**src/rtl/loc_irq_timer_pkg.sv**
```systemverilog
package loc_irq_timer_pkg;

    // Register select codes
    typedef enum logic [1:0] {
        SEL_ENTRY = 2'd0,
        SEL_DIV   = 2'd1,
        SEL_INIT  = 2'd2,
        SEL_NONE  = 2'd3
    } wsel_e;

    localparam int SHIFT_W = 3;

    // Divide code -> shift: {b3,b1,b0} plus one, wrapping 7 to 0
    function automatic logic [SHIFT_W-1:0] div_to_shift(input logic [3:0] code);
        logic [SHIFT_W-1:0] v;
        v = {code[3], code[1:0]};
        return v + 3'd1;
    endfunction

endpackage

```
**src/rtl/loc_irq_prescaler.sv**
```systemverilog
module loc_irq_prescaler #(
    parameter int SHIFT_W = 3,
    localparam int PRE_W  = (1 << SHIFT_W) - 1
) (
    input  logic               clk,
    input  logic               rst_n,
    input  logic               restart,
    input  logic [SHIFT_W-1:0] shift,
    output logic               tick
);
    typedef struct packed {
        logic [PRE_W-1:0] pre;
    } pre_state_t;

    pre_state_t st_d, st_q;
    logic [PRE_W:0]   one_hot;
    logic [PRE_W-1:0] lim;

    always_comb begin
        one_hot = {{PRE_W{1'b0}}, 1'b1} << shift;
        lim     = one_hot[PRE_W-1:0] - {{(PRE_W-1){1'b0}}, 1'b1};
        tick    = !restart && (st_q.pre >= lim);
        st_d    = st_q;
        if (restart || tick) begin
            st_d.pre = '0;
        end else begin
            st_d.pre = st_q.pre + 1'b1;
        end
    end

    always_ff @(posedge clk) begin
        if (!rst_n) st_q <= '0;
        else        st_q <= st_d;
    end

    // a restart leaves the prescaler at zero
    restart_clears_chk: assert property (@(posedge clk) disable iff (!rst_n)
        restart |=> (st_q.pre == '0));

endmodule

```
**src/rtl/loc_irq_counter.sv**
```systemverilog
module loc_irq_counter #(
    parameter int CNT_W = 32
) (
    input  logic             clk,
    input  logic             rst_n,
    input  logic             load,
    input  logic [CNT_W-1:0] load_val,
    input  logic             tick,
    input  logic             periodic,
    output logic [CNT_W-1:0] count,
    output logic             expire
);
    typedef struct packed {
        logic [CNT_W-1:0] cnt;
        logic [CNT_W-1:0] init;
        logic             armed;
    } cnt_state_t;

    cnt_state_t st_d, st_q;
    logic at_zero;

    always_comb begin
        st_d    = st_q;
        at_zero = (st_q.cnt == '0);
        expire  = !load && tick && st_q.armed && at_zero;
        if (load) begin
            st_d.cnt   = load_val;
            st_d.init  = load_val;
            st_d.armed = (load_val != '0);
        end else if (tick) begin
            if (!at_zero) begin
                st_d.cnt = st_q.cnt - 1'b1;
            end else if (st_q.armed) begin
                if (periodic) st_d.cnt = st_q.init;
                else          st_d.armed = 1'b0;
            end
        end
    end

    always_ff @(posedge clk) begin
        if (!rst_n) st_q <= '0;
        else        st_q <= st_d;
    end

    assign count = st_q.cnt;


    count_hold_chk: assert property (@(posedge clk) disable iff (!rst_n)
        (!load && !tick) |=> $stable(st_q.cnt));


    oneshot_no_rise_chk: assert property (@(posedge clk) disable iff (!rst_n)
        (!load && !periodic) |=> (st_q.cnt <= $past(st_q.cnt)));


    periodic_reload_chk: assert property (@(posedge clk) disable iff (!rst_n)
        (expire && periodic) |=> (st_q.cnt == st_q.init));


    zero_never_fires_chk: assert property (@(posedge clk) disable iff (!rst_n)
        (st_q.init == '0) |-> !expire);

endmodule

```
**src/rtl/loc_irq_timer.sv**
```systemverilog
module loc_irq_timer
    import loc_irq_timer_pkg::*;
#(
    parameter int CNT_W    = 32,
    parameter int VEC_W    = 8,
    parameter int MASK_BIT = 16,
    parameter int PER_BIT  = 17
) (
    input  logic             clk,
    input  logic             rst_n,
    input  logic             wr_en,
    input  logic [1:0]       wr_sel,
    input  logic [CNT_W-1:0] wr_data,
    output logic [CNT_W-1:0] cur_count,
    output logic             irq_pulse,
    output logic [VEC_W-1:0] irq_vector
);
    typedef struct packed {
        logic [VEC_W-1:0]   vec;
        logic               mask;
        logic               per;
        logic [SHIFT_W-1:0] shift;
        logic               irq;
        logic [VEC_W-1:0]   irq_vec;
    } top_state_t;

    top_state_t st_d, st_q;
    wsel_e      sel;
    logic       load, tick, expire;

    always_comb begin
        sel  = wsel_e'(wr_sel);
        load = wr_en && (sel == SEL_INIT);
        st_d = st_q;
        st_d.irq     = expire && !st_q.mask;
        st_d.irq_vec = (expire && !st_q.mask) ? st_q.vec : '0;
        if (wr_en && sel == SEL_ENTRY) begin
            st_d.vec  = wr_data[VEC_W-1:0];
            st_d.mask = wr_data[MASK_BIT];
            st_d.per  = wr_data[PER_BIT];
        end
        if (wr_en && sel == SEL_DIV) begin
            st_d.shift = div_to_shift(wr_data[3:0]);
        end
    end

    always_ff @(posedge clk) begin
        if (!rst_n) begin
            st_q      <= '0;
            st_q.mask <= 1'b1;
        end else begin
            st_q <= st_d;
        end
    end

    loc_irq_prescaler #(.SHIFT_W(SHIFT_W)) u_pre (
        .clk    (clk),
        .rst_n  (rst_n),
        .restart(load),
        .shift  (st_q.shift),
        .tick   (tick)
    );

    loc_irq_counter #(.CNT_W(CNT_W)) u_cnt (
        .clk     (clk),
        .rst_n   (rst_n),
        .load    (load),
        .load_val(wr_data),
        .tick    (tick),
        .periodic(st_q.per),
        .count   (cur_count),
        .expire  (expire)
    );

    assign irq_pulse  = st_q.irq;
    assign irq_vector = st_q.irq_vec;


    irq_unmasked_chk: assert property (@(posedge clk) disable iff (!rst_n)
        irq_pulse |-> $past(!st_q.mask));


    irq_single_cycle_chk: assert property (@(posedge clk) disable iff (!rst_n)
        irq_pulse |=> !irq_pulse);


    irq_vector_chk: assert property (@(posedge clk) disable iff (!rst_n)
        irq_pulse |-> (irq_vector == $past(st_q.vec)));

endmodule

```
**config.mk**
```make
export PLATFORM = sky130hd
export DESIGN_NAME = loc_irq_timer
export DESIGN_NICKNAME = d
export VERILOG_FILES = /design/src/rtl/loc_irq_timer_pkg.sv /design/src/rtl/loc_irq_prescaler.sv /design/src/rtl/loc_irq_counter.sv /design/src/rtl/loc_irq_timer.sv
export SDC_FILE = /design/constraint.sdc
export NUM_CORES = 1
export LEC_CHECK = 0
export ABC_CLOCK_PERIOD_IN_PS = 2500
export BUFFER_PORTS_ARGS = -buffer_cell sky130_fd_sc_hd__buf_2
export CAP_MARGIN = 20
export CORE_ASPECT_RATIO = 1.5
export CORE_UTILIZATION = 52
export DETAILED_ROUTE_END_ITERATION = 12
export MAX_ROUTING_LAYER = met4
export PLACE_DENSITY_LB_ADDON = 0.1
export SLEW_MARGIN = 20
export SYNTH_ARGS = -nofsm -noshare
export SYNTH_HDL_FRONTEND = slang
export SYNTH_SLANG_ARGS = --single-unit
```
**constraint.sdc**
```tcl
create_clock -name clk -period 2.5 [get_ports clk]
set_input_delay 0.25 -clock clk [delete_from_list [all_inputs] [get_ports clk]]
set_output_delay 0.25 -clock clk [all_outputs]
set_load 0.02 [all_outputs]
```
### Word level (Yosys, flattened, before mapping)

Index checks and enable logic that the tools add are counted.

| storage, ports and cells | value |
|---|---|
| logic and storage cells | 51 |
| input port bits | 37 |
| output and inout bits | 41 |
| register bits | 94 |

| cells by class | value |
|---|---|
| add/sub/neg operators | 4 |
| $lt $le $gt $ge | 1 |
| shifts and indexed selects | 1 |
| multiplexer cells | 10 |
| equal/unequal tests | 4 |
| reductions and logical operators | 20 |
| bitwise operators | 1 |

Operators with widths:

| operator | number |
|---|---|
| $mux W32 | 5 |
| $logic_not A32 Y1 | 1 |
| $reduce_bool A32 Y1 | 1 |
| $sub A32 B1 Y32 const B | 1 |
| $logic_and A1 B1 Y1 | 8 |
| $add A7 B1 Y7 const B | 1 |
| $ge A7 B7 Y1 | 1 |
| $shl A1 B3 Y7 const A | 1 |
| $sub A7 B1 Y7 const B | 1 |
| $mux W1 | 5 |
| $reduce_and A2 Y1 | 2 |
| $reduce_bool A2 Y1 | 2 |
| $add A3 B1 Y3 const B | 1 |
| $ne A3 B1 Y1 const B | 1 |
| $ne A3 B2 Y1 const B | 1 |
| $reduce_and A3 Y1 | 1 |
| $eq A2 B1 Y1 const B | 1 |
| $eq A2 B2 Y1 const B | 1 |
| $logic_not A1 Y1 | 2 |
| $logic_not A2 Y1 | 1 |
| $reduce_or A2 Y1 | 1 |
| $logic_or A1 B1 Y1 | 1 |
| $not A1 Y1 | 1 |

### Longest topological paths before layout

Gate-level depths: netlist of run 1.

| depth | value |
|---|---|
| depth in word-level cells | 9 |
| gate-level depth with buffers | 9 |

### By module

From an unflattened synthesis of run 1, not the netlist that was laid out.

| second synthesis, totals | value |
|---|---|
| cell total of the unflattened synthesis | 636 |
| area, all modules | 5,286.3 µm² |

Modules (own cells, without submodules):

| module | area each (µm²) | times used | seq. area each (µm²) | cells an instance |
|---|---|---|---|---|
| loc_irq_counter | 3,990.1 | 1 | 1,301.2 | 500 |
| loc_irq_timer | 837.1 | 1 | 440.4 | 85 |
| loc_irq_prescaler | 459.2 | 1 | 140.1 | 51 |

### Worst setup path before layout of run 1

No wires, ideal clock.

| timing | value |
|---|---|
| path kind | reg2reg |
| from | register u_cnt.st_q, in the netlist u_cnt.count[14] |
| to | register u_cnt.st_q, in the netlist u_cnt.count[22] |
| data required time | 2.376 ns |
| slack | -0.134 ns |
| cell stages (with the launch flop) | 8 |
| setup time | 0.124 ns |
| period minus slack after synthesis | 2.634 ns |
| data arrival time | 2.510 ns |
| path through | dfxtp_1 or4_4 or4b_4 or4_4 buf_6 and3_1 a211oi_2 o32ai_1 |

| on the way | value |
|---|---|
| word-level cells in the longest chain between the ends | 4 |
| elaborated cells between the ends (all ways) | 8 |
| classes of those cells | 1 x add/sub; 2 x eq/ne; 3 x mux; 2 x reduce/logical |

Ends and longest elaborated chain:

| what | RTL line | text |
|---|---|---|
| start: declaration | loc_irq_counter.sv:19 | `cnt_state_t st_d, st_q;` |
| start signal: assignment | loc_irq_counter.sv:42 | `else st_q <= st_d;` |
| $sub A32 B1 Y32 or $logic_not A32 Y1 (tied branches) | loc_irq_counter.sv:32, loc_irq_counter.sv:24 |  |
| $mux W32 | loc_irq_counter.sv:31 | `if (!at_zero) begin` |
| $mux W32 | loc_irq_counter.sv:30 | `end else if (tick) begin` |
| $mux W32 | loc_irq_counter.sv:26 | `if (load) begin` |

Several ways; a longest one is shown, not always the timed one. The select of a mux whose other input is x is not followed.
A chain may end at the register's enable or synchronous reset.

### Worst setup path after layout of run 1

| timing | value |
|---|---|
| from | register u_cnt.st_q, in the netlist u_cnt.count[17] |
| to | register u_cnt.st_q, in the netlist u_cnt.count[13] |

| on the way | value |
|---|---|
| word-level cells in the longest chain between the ends | 4 |
| elaborated cells between the ends (all ways) | 7 |
| classes of those cells | 2 x eq/ne; 3 x mux; 2 x reduce/logical |

Ends and longest elaborated chain:

| what | RTL line | text |
|---|---|---|
| $logic_not A32 Y1 (*) | loc_irq_counter.sv:24 | `at_zero = (st_q.cnt == '0);` |
| $mux W32 | loc_irq_counter.sv:31 |  |
| $mux W32 | loc_irq_counter.sv:30 |  |
| $mux W32 | loc_irq_counter.sv:26 |  |

Every way passes the cells marked *; elsewhere a longest branch is shown, timed or not. The select of a mux whose other input is x is not followed.

==> flow_metrics.py, run 1 <==
metrics = {
    "grt": {
        "grt_max_degree": 41,
        "antenna_found_initial": 0,
        "grt_pass1_vias": 4748,
        "track_usage": 0.2921,
        "grt-ovfl-total": 0,
        "grt_pass1_wl_um": 23200,
    },
    "logic_synthesis": {
        "ys_warn_count": 0,
        "synth.distinct_cells": 61,
        "synth_fp_nets": 682,
        "synth_edf_count": 0,
        "yosys_most_used_dff": "dfxtp_1",
        "ys_ff_latch": 94,
        "yosys.area_share.simple": 0.2498,
        "postSynthCellCount": 633,
        "synth.mux.area_fraction": 0.02714,
        "synth-compound-area-share": 0.2173,
        "synthAdderAreaFrac": 0.02908,
        "synth_async_sr_flop_share": 0,
        "avgSynthCellArea_um2": 8.158,
        "netlist_area_um2": 5164,
        "synthXorXnorAreaFrac": 0.01357,
        "synth_seq_area_share": 0.3644,
        "synth_top_family_by_area": "simple AND/OR/NAND/NOR gates",
    },
    "timing": {
        "fmax_mhz": 388.3,
        "post-route-period-util": 1.030,
        "setup_ws_ns": -0.07546,
        "setup_viol": 11,
        "rsz0062_at_grt": "yes",
        "fin_worst_skew_ns": 0.005215,
        "final_hold_viol_count": 0,
        "slew_violations": 0,
        "fin_crit_ns": 2.575,
        "worst_slew_pin_slew_ns": 0.6044,
        "slew_headroom": 0.5934,
    },
    "die": {
        "dieArea_um2": 10340,
        "fp.dieH_um": 124.0,
        "die_w_um": 83.37,
        "fp-row-count": 44,
        "start_util": 0.5329,
        "core-area_um2": 9689,
        "ios": 78,
    },
    "detailed_routing": {
        "drtIter0Drc": 330,
        "via_count": 4948,
        "avgRoutedWirePerCell_um": 17.28,
        "dr.pass1.iters": 6,
        "drc_errors": 0,
        "viasPerCell": 6.019,
        "ant_nets": 0,
        "drt_wl_total_um": 14210,
    },
    "setup_path": {
        "required_ns": 2.73,
        "cpPeakStageDelay_ns": 0.54,
        "crit_slowest_cell": "or4b_4",
        "critPathMostFrequentCell": "or4_4",
        "cp-end-kind": "register",
        "worstPathArrival_ns": 2.81,
        "cp_top_family": "simple AND/OR/NAND/NOR gates",
        "worst-path-stages": 7,
        "reg2reg_depth": 7,
        "critical_path.cell_chain": "or4_4, or4b_4, or4_4, buf_8, mux2i_1, o21ai_1, a32o_1",
        "startpoint_type": "register",
        "worstPathMaxFanout": 7,
        "critical_path_class": "reg2reg",
        "critPathBufInv": 1,
    },
    "placement": {
        "port-buffer-count": 77,
        "placed_cell_area_um2": 5694,
        "gp_congestion": 0.9103,
        "hpwl_um": 10350,
        "dp_slack_ns": -0.1331,
    },
    "outcome": {
        "outcome": "finished with violations",
        "failed_checks": "setup timing",
    },
    "clock_tree": {
        "cts_sinks": 94,
        "cts_root_buffer": "clkbuf_16",
        "cts.htree.levels": 3,
        "cts_tree": "done",
        "cts_made_buffers": 9,
        "clkTransAtPathRegs_ns": 0.06,
        "clk_latency_ns": 0.34,
        "cts.path.max_buffers": 2,
    },
    "finish": {
        "drive_gt1_frac": 0.2659,
        "nNetsFinal": 752,
        "final_util": 0.6321,
        "final_common_cell": "nand2_1",
        "diodes": 0,
        "fill_cells": 858,
        "mostFrequentLayoutCells": "103 x nand2_1, 92 x dfxtp_1, 77 x buf_2",
        "postLayoutCellArea_um2": 6125,
        "area.growth.synth_to_final_pct": 18.61,
    },
    "power_and_ir_drop": {
        "pwr-share-seq": 0.269,
        "p_comb_frac": 0.522,
        "p_sw_mw": 2.941,
        "p_total_mw": 7.180,
        "clkPwrFrac": 0.209,
        "intPower_mw": 4.239,
        "p_sw_frac": 0.4096,
        "power_density_nw_per_um2": 1172,
        "vdd_drop_max_v": 0.0008027,
        "leakagePower_nw": 2.509,
    },
    "worst_hold_path": {
        "worstHoldPathCells": 3,
        "hp-class": "in2reg",
    },
    "flow_run": {
        "cap_violations": 0,
    },
}
## cell type report
class / count / area (µm²) / area share
Multi-Input combinational cell: 453 / 2851 / 0.4656
Sequential cell: 94 / 1884 / 0.3077
Timing Repair Buffer: 139 / 898.4 / 0.1467
Clock buffer: 12 / 256.5 / 0.04188
Tap cell: 115 / 143.9 / 0.02349
Clock inverter: 3 / 67.56 / 0.01103
Inverter: 6 / 22.52 / 0.003677
## tightest hold or removal path: stages
cell	delay, ns
buf_2	0.11
nand2_1	0.05
a21boi_0	0.06
## sequential cells by signal (all words and copies together), names as in the netlist
name         cells
u_cnt.st_q      33
u_cnt.count     32
st_q            13
irq_vector       8
u_pre.st_q       7
irq_pulse        1
## through the flow
step / hold slack [ns] / TNS [ns] / instances
6_report: 0.1723 / -0.4782 / 822
2_1_floorplan: 0.3784 / -0.1940 / 633
3_5_place_dp: 0.4424 / -2.554 / 804
5_1_grt: 0.1799 / -1.531 / 822
4_1_cts: 0.1700 / -0.3879 / 819
3_3_place_gp: 0.4349 / -1.173 / 804
## power groups by stage
stage	logic [mW]	clock network, mW	registers, mW
after floorplan	2.48	0	1.95
after global placement	3.50	0	1.95
after detailed placement	3.56	0	1.96
after CTS	3.64	1.52	1.93
after global routing	4.06	1.58	1.96
final	3.75	1.50	1.93
## worst paths after layout
path                                  end  slack (ns)                    startpoint
max          u_cnt.count[13]$_SDFFE_PN0P_       -0.08  u_cnt.count[17]$_SDFFE_PN0P_
min reg2reg      irq_vector[6]$_SDFF_PN0_        0.46         st_q[20]$_SDFFE_PN0P_
min           u_cnt.st_q[23]$_SDFFE_PN0P_        0.17                   wr_data[22]
max reg2reg  u_cnt.count[13]$_SDFFE_PN0P_       -0.08  u_cnt.count[17]$_SDFFE_PN0P_
## kinds of logic (layout without fill, tap and decap cells)
logic type,after synthesis,count (layout)
adder cells (fa/ha/maj),12,12
flip-flops,94,94
AND/OR/NAND/NOR,263,263
multiplexers,14,14
XOR/XNOR,8,8
AO/OA/AOI/OAI,156,156
buffers and inverters,86,160
## synth_stat cells (4+ instances only)
cell | n | area [µm²]
a211oi_1 | 6 | 45.04
a21boi_0 | 32 | 240.2
a21oi_1 | 16 | 80.08
a31oi_1 | 6 | 37.54
a32o_1 | 11 | 110.1
and2_1 | 10 | 62.56
and3_1 | 7 | 43.79
buf_2 | 8 | 40.04
buf_4 | 42 | 315.3
clkbuf_1 | 26 | 97.59
dfxtp_1 | 94 | 1882
ha_1 | 12 | 150.1
inv_1 | 6 | 22.52
mux2i_1 | 14 | 140.1
nand2_1 | 103 | 386.6
nand2_2 | 4 | 25.02
nand3_1 | 17 | 85.08
nand4_1 | 9 | 56.30
nor2_1 | 42 | 157.7
nor2b_1 | 10 | 62.56
nor3_1 | 18 | 90.09
nor4_1 | 17 | 106.4
o211ai_1 | 9 | 67.56
o21ai_0 | 34 | 170.2
o32ai_1 | 7 | 61.31
or3_1 | 8 | 50.05
xnor2_1 | 4 | 35.03
xor2_1 | 4 | 35.03
## per-layer routing
layer | part of all wire | vias to the layer above | routed length [µm] | GRT usage
li1 | - | 2385 | - | -
met1 | 0.41 | 2356 | 5763 | 0.3273
met2 | 0.51 | 169 | 7294 | 0.5031
met3 | 0.047 | 38 | 671 | 0.04241
met4 | 0.034 | 0 | 476 | 0.1627
met5 | 0 | - | 0 | -
## repair_timing
action / CTS / global route
pin swaps: 8 / 5
cloned: 0 / 0
hold buffers: 0 / 0
buffers inserted: 0 / 3
resized for setup: 9 / 10
endpoints found under the setup margin: 34 / 36
(Power assumes the default switching activity.)
==> run 2: changes to the inputs <==
- SETUP_SLACK_MARGIN: default -> 0.15
==> flow_metrics.py, run 2 (synthesis results as in run 1) <==
metrics = {
    "outcome": {
        "outcome": "finished with violations",
        "failed_checks": "setup timing",
    },
    "setup_path": {
        "r2r_start": "u_cnt.count[17]$_SDFFE_PN0P_",
        "startpoint_type": "register",
        "required_ns": 2.74,
        "worstPathArrival_ns": 2.88,
        "cp-end-kind": "register",
        "worstPathMaxFanout": 6,
        "r2r_setup_slack_ns": -0.14,
        "reg2reg_depth": 7,
        "critical_path_class": "reg2reg",
        "reg2reg_to": "u_cnt.count[13]$_SDFFE_PN0P_",
    },
    "timing": {
        "slew_headroom": 0.6623,
        "post-route-period-util": 1.055,
        "setup_viol": 36,
        "final_hold_viol_count": 0,
        "fin_worst_skew_ns": 0.01006,
        "slew_violations": 0,
        "setup_ws_ns": -0.1382,
        "fin_crit_ns": 2.638,
        "worst_slew_pin_slew_ns": 0.5066,
        "fmax_mhz": 379.1,
        "rsz0062_at_grt": "yes",
    },
    "grt": {
        "busiest_layer": "met2",
        "grt_pass1_vias": 4800,
        "track_usage": 0.2987,
        "antenna_found_initial": 0,
        "grt_pass1_wl_um": 23670,
        "use_met2": 0.5302,
        "grt_max_degree": 54,
        "grt_use_met3": 0.04639,
        "grtUsageMet1": 0.3293,
        "grt-ovfl-total": 0,
    },
    "worst_hold_path": {
        "hp-start": "wr_data[9]",
        "hp-class": "in2reg",
        "hold_end": "u_cnt.st_q[10]$_SDFFE_PN0P_",
        "worstHoldPathCells": 3,
    },
    "clock_tree": {
        "cts_tree": "done",
        "cts_sinks": 94,
        "cts_root_buffer": "clkbuf_16",
        "clk_latency_ns": 0.35,
        "cts.htree.levels": 3,
        "cts_made_buffers": 9,
        "cts.path.max_buffers": 2,
        "clkTransAtPathRegs_ns": 0.07,
    },
    "finish": {
        "final_common_cell": "nand2_1",
        "diodes": 0,
        "mostFrequentLayoutCells": "101 x nand2_1, 91 x dfxtp_1, 79 x buf_2",
        "nNetsFinal": 759,
        "largest_register": "u_cnt.st_q",
        "drive_gt1_frac": 0.2937,
        "largest_reg_flops": 33,
        "area.growth.synth_to_final_pct": 21.95,
        "final_util": 0.6499,
    },
    "placement": {
        "hpwl_um": 10270,
        "gp_congestion": 0.9400,
        "dp_slack_ns": -0.2015,
        "port-buffer-count": 77,
    },
    "flow_run": {
        "cap_violations": 0,
    },
    "die": {
        "fp.dieH_um": 124.0,
        "dieArea_um2": 10340,
        "die_w_um": 83.37,
        "fp-row-count": 44,
        "core-area_um2": 9689,
        "start_util": 0.5329,
        "ios": 78,
    },
    "power_and_ir_drop": {
        "power_density_nw_per_um2": 1160,
        "p_total_mw": 7.306,
        "leakagePower_nw": 2.617,
        "vdd_drop_max_v": 0.001070,
    },
    "detailed_routing": {
        "ant_nets": 0,
        "viasPerCell": 6.034,
        "drc_errors": 0,
        "avgRoutedWirePerCell_um": 17.75,
        "drt_wl_total_um": 14730,
        "dr.pass1.iters": 5,
        "drtIter0Drc": 379,
        "via_count": 5008,
    },
}
## run 2: changes by cell type in the layout (fill, tap and decap cells not counted), sizes merged
cell / change
inv: +4
clkbuf: -3
nand2: +1
bufbuf: +1
bufinv: -1
buf: +5
clkinv: +1
## run 2: final cells by class
type,count,area (µm²)
fillers,851,3392
flip-flops and latches,94,1886
repair buffers,145,993.5
multi-input cells,454,2940
clock inverters,7,86.33
clock buffers,9,225.2
well taps,115,143.9
inverters,6,22.52
## run 2: per-layer routing
metal	wire, µm	share of wire
met5	0	0
met4	459	0.031
met3	717	0.049
met2	7694	0.52
met1	5862	0.40
## run 2: how the worst max path moves through the flow
stage	slack (ns)	endpoint	cells after the start	start
detailed placement	-0.20	irq_vector[0]$_SDFF_PN0_	7	u_cnt.count[17]$_SDFFE_PN0P_
finish	-0.14	u_cnt.count[13]$_SDFFE_PN0P_	7	u_cnt.count[17]$_SDFFE_PN0P_
global placement	-0.16	irq_vector[7]$_SDFF_PN0_	7	u_cnt.count[17]$_SDFFE_PN0P_
floorplan	-0.03	u_cnt.count[22]$_SDFFE_PN0P_	8	u_cnt.count[20]$_SDFFE_PN0P_
CTS	-0.10	u_cnt.count[13]$_SDFFE_PN0P_	7	u_cnt.count[17]$_SDFFE_PN0P_
global route	-0.20	u_cnt.count[13]$_SDFFE_PN0P_	7	u_cnt.count[17]$_SDFFE_PN0P_
## run 2: report_power, final
| group | leakage [nW] | switching (mW) | internal (mW) | total, mW |
|---|---|---|---|---|
| sequential | 0.767 | 0.225 | 1.72 | 1.95 |
| clock | 0.150 | 0.648 | 0.799 | 1.45 |
| combinational | 1.70 | 2.22 | 1.69 | 3.91 |
## run 2: through the flow
| stage | instance area [µm²] | hold WS, ns | instances | setup TNS, ns |
|---|---|---|---|---|
| detailed placement | 5697 | 0.4516 | 801 | -3.258 |
| floorplan | 5225 | 0.3784 | 633 | -0.4697 |
| global route | 6297 | 0.1776 | 830 | -5.599 |
| finish | 6297 | 0.1684 | 830 | -2.527 |
| CTS | 6186 | 0.1577 | 827 | -1.765 |
| global placement | 5697 | 0.4352 | 801 | -2.476 |
## run 2: what timing repair did
item	CTS	global route
hold buffers	0	0
setup endpoints to repair	40	42
gates cloned	4	0
setup buffers	6	3
resized for setup	18	26
pin swaps	5	13
## run 2: critical path, stage by stage, from the launching register on
cell,delay (ns)
dfxtp_2,0.32
or4_4,0.53
or4b_4,0.57
or4_4,0.50
buf_8,0.17
mux2i_1,0.15
o21ai_1,0.07
a32o_1,0.21
